File: config.mk
export PLATFORM = sky130hd
export DESIGN_NAME = fmt_word_decoder
export DESIGN_NICKNAME = d
export VERILOG_FILES = /design/src/rtl/fwd_pkg.sv /design/src/rtl/fwd_edge_det.sv /design/src/rtl/fwd_line_timer.sv /design/src/rtl/fwd_bit_capture.sv /design/src/rtl/fwd_classifier.sv /design/src/rtl/fmt_word_decoder.sv
export SDC_FILE = /design/constraint.sdc
export NUM_CORES = 1
export LEC_CHECK = 0
export BUFFER_PORTS_ARGS = -buffer_cell sky130_fd_sc_hd__buf_4
export CELL_PAD_IN_SITES_DETAIL_PLACEMENT = 1
export CELL_PAD_IN_SITES_GLOBAL_PLACEMENT = 2
export CORE_UTILIZATION = 41
export DETAILED_ROUTE_END_ITERATION = 12
export PLACE_DENSITY = 0.87
export SYNTH_ARGS = -nofsm -noshare
export SYNTH_HDL_FRONTEND = slang
export SYNTH_SLANG_ARGS = --single-unit
File: constraint.sdc
create_clock -name clk -period 8.2 [get_ports clk]
set_clock_uncertainty 0.15 [all_clocks]
set_input_delay 0.82 -clock clk [delete_from_list [all_inputs] [get_ports clk]]
set_output_delay 0.82 -clock clk [all_outputs]
set_load 0.02 [all_outputs]
File: src/rtl/fwd_pkg.sv
// Package for the lines-per-field decoder: format codes and the map from count to format.
// Assumes an 11-bit word sent MSB first.
package fwd_pkg;
    localparam int WORD_W = 11;

    typedef enum logic [3:0] {
        FMT_NONE    = 4'd0,
        FMT_SD525I  = 4'd1,
        FMT_SD625I  = 4'd2,
        FMT_ED525P  = 4'd3,
        FMT_ED625P  = 4'd4,
        FMT_HD720P  = 4'd5,
        FMT_HD1080I = 4'd6,
        FMT_HD1080P = 4'd7
    } fmt_e;

    // Map a received count to a format; only exact listed counts match.
    function automatic fmt_e classify(input logic [WORD_W-1:0] w);
        case (w)
            11'd259, 11'd260:  return FMT_SD525I;
            11'd309, 11'd310:  return FMT_SD625I;
            11'd522:           return FMT_ED525P;
            11'd622:           return FMT_ED625P;
            11'd747:           return FMT_HD720P;
            11'd559, 11'd560:  return FMT_HD1080I;
            11'd1122:          return FMT_HD1080P;
            default:           return FMT_NONE;
        endcase
    endfunction

    // True for the formats that alternate two field counts.
    function automatic logic is_interlaced(input fmt_e f);
        return (f == FMT_SD525I) || (f == FMT_SD625I) || (f == FMT_HD1080I);
    endfunction
endpackage

File: src/rtl/fwd_edge_det.sv
// Falling-edge detector for an active-low strobe.
// Assumes sig_n is already synchronous to clk; it adds two register stages.
module fwd_edge_det (
    input  logic clk,
    input  logic rst_n,
    input  logic sig_n,
    output logic fall
);
    logic q1, q2;

    // Delay line that the edge comparison uses.
    always_ff @(posedge clk) begin
        if (!rst_n) begin
            q1 <= 1'b1;
            q2 <= 1'b1;
        end else begin
            q1 <= sig_n;
            q2 <= q1;
        end
    end

    assign fall = q2 & ~q1;
endmodule

File: src/rtl/fwd_line_timer.sv
// Measures the line period between line_start pulses. Raises mid_stb once per line,
// half of the previous period after each line_start.
// Assumes the lines are at least two clocks long; the period counter saturates.
module fwd_line_timer #(
    parameter int CNT_W = 12
) (
    input  logic clk,
    input  logic rst_n,
    input  logic line_start,
    output logic mid_stb
);
    logic [CNT_W-1:0] run_cnt, half_len, dly_cnt;
    logic             armed;

    // Period measurement: latch half of the elapsed count at each line start.
    always_ff @(posedge clk) begin
        if (!rst_n) begin
            run_cnt  <= '0;
            half_len <= '0;
        end else if (line_start) begin
            half_len <= CNT_W'(({1'b0, run_cnt} + 1'b1) >> 1);
            run_cnt  <= '0;
        end else if (run_cnt != '1) begin
            run_cnt <= run_cnt + 1'b1;
        end
    end

    // Delay counter that places one strobe in the middle of the line.
    always_ff @(posedge clk) begin
        if (!rst_n) begin
            armed   <= 1'b0;
            dly_cnt <= '0;
        end else if (line_start) begin
            armed   <= 1'b1;
            dly_cnt <= '0;
        end else if (mid_stb) begin
            armed   <= 1'b0;
        end else if (armed) begin
            dly_cnt <= dly_cnt + 1'b1;
        end
    end

    assign mid_stb = armed && (half_len != '0) && (dly_cnt == half_len - 1'b1);

    AST_STB_ONE_PER_LINE: assert property (@(posedge clk) disable iff (!rst_n)
        (mid_stb && !line_start) |=> !mid_stb);
endmodule

File: src/rtl/fwd_bit_capture.sv
// Counts line starts after a field marker. Shifts in one bit at the mid-line strobe
// of lines START_EDGE .. START_EDGE+WORD_W-1 and pulses done after the last bit.
// Assumes frame_start and line_start do not fall in the same cycle; if they do, the line start is ignored.
module fwd_bit_capture #(
    parameter int WORD_W     = 11,
    parameter int START_EDGE = 3
) (
    input  logic              clk,
    input  logic              rst_n,
    input  logic              frame_start,
    input  logic              line_start,
    input  logic              mid_stb,
    input  logic              data_bit,
    output logic [WORD_W-1:0] word,
    output logic              done
);
    localparam int LAST_EDGE = START_EDGE + WORD_W - 1;
    localparam int EW        = $clog2(LAST_EDGE + 1);

    logic [EW-1:0] edge_idx;
    logic          active;
    logic          in_window;
    logic          last_bit;

    assign in_window = active && mid_stb && !frame_start &&
                       (edge_idx >= EW'(START_EDGE)) && (edge_idx <= EW'(LAST_EDGE));
    assign last_bit  = in_window && (edge_idx == EW'(LAST_EDGE));

    // Line index since the field marker; a new marker restarts it.
    always_ff @(posedge clk) begin
        if (!rst_n) begin
            edge_idx <= '0;
            active   <= 1'b0;
        end else if (frame_start) begin
            edge_idx <= '0;
            active   <= 1'b1;
        end else if (active && line_start) begin
            edge_idx <= edge_idx + 1'b1;
        end else if (last_bit) begin
            active   <= 1'b0;
        end
    end

    // Shift register, MSB first.
    always_ff @(posedge clk) begin
        if (!rst_n)         word <= '0;
        else if (in_window) word <= {word[WORD_W-2:0], data_bit};
    end

    // Completion pulse.
    always_ff @(posedge clk) begin
        if (!rst_n) done <= 1'b0;
        else        done <= last_bit;
    end

    AST_DONE_AFTER_STROBE: assert property (@(posedge clk) disable iff (!rst_n)
        done |-> $past(mid_stb));
    AST_IDX_IN_RANGE: assert property (@(posedge clk) disable iff (!rst_n)
        active |-> (edge_idx <= EW'(LAST_EDGE)));
endmodule

File: src/rtl/fwd_classifier.sv
// Turns each completed word into a format. Applies a format only after two
// consecutive words agree, and pulses word_valid for words that are in the map.
// Assumes word_done lasts one cycle and word is stable in that cycle.
module fwd_classifier
    import fwd_pkg::*;
#(
    parameter int COMP_POS = WORD_W - 3
) (
    input  logic              clk,
    input  logic              rst_n,
    input  logic              word_done,
    input  logic [WORD_W-1:0] word,
    output logic [WORD_W-1:0] line_count,
    output fmt_e              fmt_q,
    output logic              interlaced,
    output logic              composite,
    output logic              word_valid
);
    fmt_e cand, prev_cand;

    assign cand = classify(word);

    // Count register, strobe, and the two-field agreement filter.
    always_ff @(posedge clk) begin
        if (!rst_n) begin
            line_count <= '0;
            fmt_q      <= FMT_NONE;
            prev_cand  <= FMT_NONE;
            interlaced <= 1'b0;
            composite  <= 1'b0;
            word_valid <= 1'b0;
        end else begin
            word_valid <= word_done && (cand != FMT_NONE);
            if (word_done) begin
                line_count <= word;
                prev_cand  <= cand;
                if (cand == prev_cand) begin
                    fmt_q      <= cand;
                    interlaced <= is_interlaced(cand);
                    composite  <= (cand != FMT_NONE) && word[COMP_POS];
                end
            end
        end
    end

    AST_VALID_ONE_CYCLE: assert property (@(posedge clk) disable iff (!rst_n)
        word_valid |=> !word_valid);
    AST_VALID_FROM_DONE: assert property (@(posedge clk) disable iff (!rst_n)
        word_valid |-> $past(word_done));
    AST_FMT_HOLD: assert property (@(posedge clk) disable iff (!rst_n)
        !$past(word_done) |-> ($stable(fmt_q) && $stable(composite)));
    AST_IL_CODE: assert property (@(posedge clk) disable iff (!rst_n)
        interlaced |-> (fmt_q == FMT_SD525I || fmt_q == FMT_SD625I || fmt_q == FMT_HD1080I));
endmodule

File: src/rtl/fmt_word_decoder.sv
// Top of the lines-per-field decoder: edge detection, mid-line timing,
// serial capture and format classification.
// Assumes sync inputs are active low and synchronous to clk.
module fmt_word_decoder #(
    parameter int CNT_W      = 12,
    parameter int START_EDGE = 3
) (
    input  logic        clk,
    input  logic        rst_n,
    input  logic        hsync_n,
    input  logic        vsync_n,
    input  logic        fmt_bit,
    output logic [10:0] line_count,
    output logic [3:0]  fmt_code,
    output logic        interlaced,
    output logic        composite,
    output logic        word_valid
);
    import fwd_pkg::*;

    logic              hs_fall, vs_fall, mid_stb, done;
    logic              bit_q1, bit_q2;
    logic [WORD_W-1:0] word;
    fmt_e              fmt_q;

    // Data delay that matches the latency of the edge detectors.
    always_ff @(posedge clk) begin
        if (!rst_n) begin
            bit_q1 <= 1'b0;
            bit_q2 <= 1'b0;
        end else begin
            bit_q1 <= fmt_bit;
            bit_q2 <= bit_q1;
        end
    end

    fwd_edge_det u_hs (.clk(clk), .rst_n(rst_n), .sig_n(hsync_n), .fall(hs_fall));
    fwd_edge_det u_vs (.clk(clk), .rst_n(rst_n), .sig_n(vsync_n), .fall(vs_fall));

    fwd_line_timer #(.CNT_W(CNT_W)) u_timer (
        .clk(clk), .rst_n(rst_n), .line_start(hs_fall), .mid_stb(mid_stb));

    fwd_bit_capture #(.WORD_W(WORD_W), .START_EDGE(START_EDGE)) u_cap (
        .clk(clk), .rst_n(rst_n), .frame_start(vs_fall), .line_start(hs_fall),
        .mid_stb(mid_stb), .data_bit(bit_q2), .word(word), .done(done));

    fwd_classifier u_cls (
        .clk(clk), .rst_n(rst_n), .word_done(done), .word(word),
        .line_count(line_count), .fmt_q(fmt_q), .interlaced(interlaced),
        .composite(composite), .word_valid(word_valid));

    assign fmt_code = fmt_q;

    AST_RESET_QUIET: assert property (@(posedge clk)
        $past(!rst_n) |-> (!word_valid && fmt_code == 4'd0));
endmodule

==> summary.txt <==
Status
  • Status: finished clean

GRT
  • Vias in the first global route: approximately 3.1k
  • Largest net degree at the start of global routing: 33
  • First-pass GRT wire length: between 15 and 20 mm
  • Initial antenna violation count: 0
  • Total grt overflow: 0
  • Global Route Usage Sum: roughly a fifth

Logic synthesis
  • Synthesized cell area: approximately 3900 µm²
  • Synth top area cells: dfxtp_1, mux2i_1, nor2_1
  • Cell taking the most area after synthesis: dfxtp_1
  • Top-count cell post-synth: dfxtp_1
  • Syn nets: roughly 450
  • Warnings from Yosys: 0
  • Ys flop type: dfxtp_1
  • Avg Cell Area, Syn: around 8.8 µm²
  • Top cell type's share of synthesized area: around 42%
  • Cell variety after synth: 59
  • Post-synth EDFFs: 0
  • Yosys reg bits: 80
  • Synth top cells by count: dfxtp_1, nor2_1, nand2_1
  • Cells after synthesis: 436
  • Sequential area share after synthesis: about two fifths
  • Async set or reset register ratio after synthesis: 0%

Final layout
  • Final instance area: ~4300 µm²
  • Fillers: between 1k and 1.5k
  • # nets final: approximately 460
  • Storage cell area: between 1500 and 2000 µm²
  • Antenna diodes: 0
  • Multi-input logic area: approximately 2100 µm²
  • Area Overhead vs Synth: 10.39%
  • Final Util: 46.48%
  • Fraction of layout cells with a size suffix above 1: approximately an eighth

Critical path
  • Crit path kind: reg -> reg
  • Buf+Inv Stages, Crit Path: 1
  • Worst setup path end: u_cap.word[7]$_SDFFE_PN0P_
  • Stages on the worst setup path: 9
  • Critical Path AT: between 3 and 4 ns
  • R2R Path End: u_cap.word[7]$_SDFFE_PN0P_
  • CP Max Fanout: 11
  • Critical Path Start: u_timer.half_len[0]$_SDFFE_PN0P_
  • Startpoint types: flop
  • Worst R2R Setup Slack: between 4 and 5 ns
  • Chain of cells forming the critical path: inv_1 -> ha_1 -> or3b_2 -> or3_2 -> a22oi_2 -> nand4_2 -> or4_4 -> nor3_4 -> mux2i_1
  • CP top delay family: simple AND/OR/NAND/NOR gates
  • Crit-path slowest cell: nor3_4
  • Max stage delay on crit path: 0.58 ns
  • CP Capture Type: flop
  • WP data required: 8.33 ns
  • Worst r2r src: u_timer.half_len[0]$_SDFFE_PN0P_
  • Reg2Reg Depth: 9

Clock network
  • TritonCTS Buffers: 9
  • CTS tree: built
  • Setup repair bufs after CTS: 0
  • Hold buffer count at CTS: 0
  • CTS sink cnt: 80
  • Clk root buf: clkbuf_8
  • Clock latency on the worst-skew pair: roughly 0.35 ns
  • Clock Tree Buf Depth: 2
  • Reg clk slew, reported paths: around 0.080 ns
  • H-tree depth: 3
  • Post-cts gate resize count: 0

Power
  • Combinational fraction of design power: 8.0%
  • Clock share of power: between 30% and 40%
  • Switching share of power: between 20% and 30%
  • Total Power: approximately 0.76 mW
  • Pleak: around 1.5 nW
  • Maximum VDD drop: 0.09602 mV
  • NetSw: between 0.15 and 0.2 mW
  • Pint: ~0.56 mW
  • PD cells: 177.5 nW/µm²
  • Register share of total power: 53.4%

Min path
  • Worst Hold Class: reg -> reg
  • WHS Path Cells: 1

STA
  • Fin crit period: around 3.6 ns
  • Hold slack: about 0.29 ns
  • Max transition margin: 37.01%
  • Final setup fails: 0
  • Worst-margin pin slew: ~0.94 ns
  • Final worst path period share: between 40% and 50%
  • Max frequency: around 0.28 GHz
  • Final hold viol count: 0
  • RSZ-0062 raised after global routing: no
  • Setup TNS: 0 ns
  • Max-slew violations: 0

Job
  • Max Cap Violations: 0

Routing
  • Vias per cell: 5.632
  • Drt wl/cell: ~16 µm
  • Vias: approximately 3.2k
  • Routed WL: between 9 and 10 mm
  • Post-route ant nets: 0
  • DR iter-0 viols: 95
  • Number of iterations in the first detailed-routing pass: 4
  • DRC: 0

Floorplanning
  • I/O pin cnt: 23
  • Initial core utilization: between 40% and 50%
  • Num rows: 35
  • Die X: slightly below 100 µm
  • Core area: 9153 µm²
  • Die H: 98.95 µm
  • Die footprint: around 10000 µm²

Placed design
  • Port bufs: 21
  • DP Area: a little over 4000 µm²
  • Gpl congestion: around 0.85
  • HPWL after DPL: approximately 6.4 mm
cell type report:
cell class / count / share of cell area, %
multi-input cells: 321 / 49.29
flip-flops and latches: 80 / 37.65
repair buffers: 24 / 4.235
well taps: 111 / 3.265
clock buffers: 10 / 3.000
clock inverters: 6 / 1.588
inverters: 11 / 0.9706
sequential cells by signal, summed over array words and instances (netlist names), 3 cells and up:
register	count
u_cls.prev_cand	3
u_cap.edge_idx	4
u_timer.dly_cnt	12
u_cls.fmt_q	3
u_timer.half_len	12
u_timer.run_cnt	12
u_cls.line_count	11
u_cap.word	11
cells in the final DEF, fill, tap and decap left out, types with 5 or more instances in the layout:
cell type and n:
dfxtp_1 80, nor2_1 48, nand2_1 32, mux2i_1 26, a21oi_1 26, buf_4 24, nand3_1 23, xnor2_1 16
xor2_1 16, a211oi_1 15, or3_1 13, inv_1 11, o21ai_1 9, clkbuf_8 9, nand2b_1 8, and3_1 7
a31oi_1 6, or4_1 6, o21ai_0 6, ha_1 6, nor4_1 5
logic make-up (layout without fill, tap and decap cells):
kind of cell | after synthesis | in the layout | share of synthesized area [%]
xor gates and xnor gates | 32 | 32 | 7.272
other | 1 | 1 | 0.09731
and+or+nand+nor | 172 | 172 | 23.96
DFF | 80 | 80 | 41.56
adders and majority gates | 6 | 6 | 1.948
buffers and inverters | 35 | 51 | 4.025
AOI/OAI and AO/OA | 84 | 84 | 14.38
muxes | 26 | 26 | 6.753
metrics by stage:
step / worst slack [ns] / cells
final: 4.592 / 563
after global routing: 4.404 / 563
after CTS: 4.592 / 563
after detailed placement: 4.653 / 547
after global placement: 4.746 / 547
after floorplan: 5.079 / 436
worst reg2reg max path, stage by stage (launching register included):
cell and delay, ns:
dfxtp_1 0.36, inv_1 0.08, ha_1 0.19, or3b_2 0.52, or3_2 0.52, a22oi_2 0.20
nand4_2 0.16, or4_4 0.52, nor3_4 0.58, mux2i_1 0.26
how the worst min path moves through the flow:
| stage | slack [ns] | from | to |
|---|---|---|---|
| floorplan | 0.25 | u_vs.q1$_SDFF_PN1_ | u_vs.q2$_SDFF_PN1_ |
| global placement | 0.27 | u_vs.q1$_SDFF_PN1_ | u_vs.q2$_SDFF_PN1_ |
| detailed placement | 0.27 | bit_q1$_SDFF_PN0_ | bit_q2$_SDFF_PN0_ |
| CTS | 0.29 | bit_q1$_SDFF_PN0_ | bit_q2$_SDFF_PN0_ |
| global route | 0.31 | bit_q1$_SDFF_PN0_ | bit_q2$_SDFF_PN0_ |
| finish | 0.29 | bit_q1$_SDFF_PN0_ | bit_q2$_SDFF_PN0_ |
per-layer routing:
| layer | wire [µm] | track usage [%] | vias up |
|---|---|---|---|
| met5 | 0 | 0 | - |
| met1 | 4720 | 27.93 | 1536 |
| li1 | - | - | 1587 |
| met4 | 140 | 6.659 | 0 |
| met2 | 4077 | 31.09 | 38 |
| met3 | 194 | 3.830 | 10 |
power by group through the flow:
stage	Clock, mW	Combinational [mW]	Sequential (mW)
after detailed placement	0	0.0592	0.412
after global placement	0	0.0579	0.412
after floorplan	0	0.0485	0.410
after global routing	0.316	0.0671	0.404
after CTS	0.299	0.0604	0.403
final	0.292	0.0603	0.403
No activity file was read; power rests on OpenSTA's default activity.
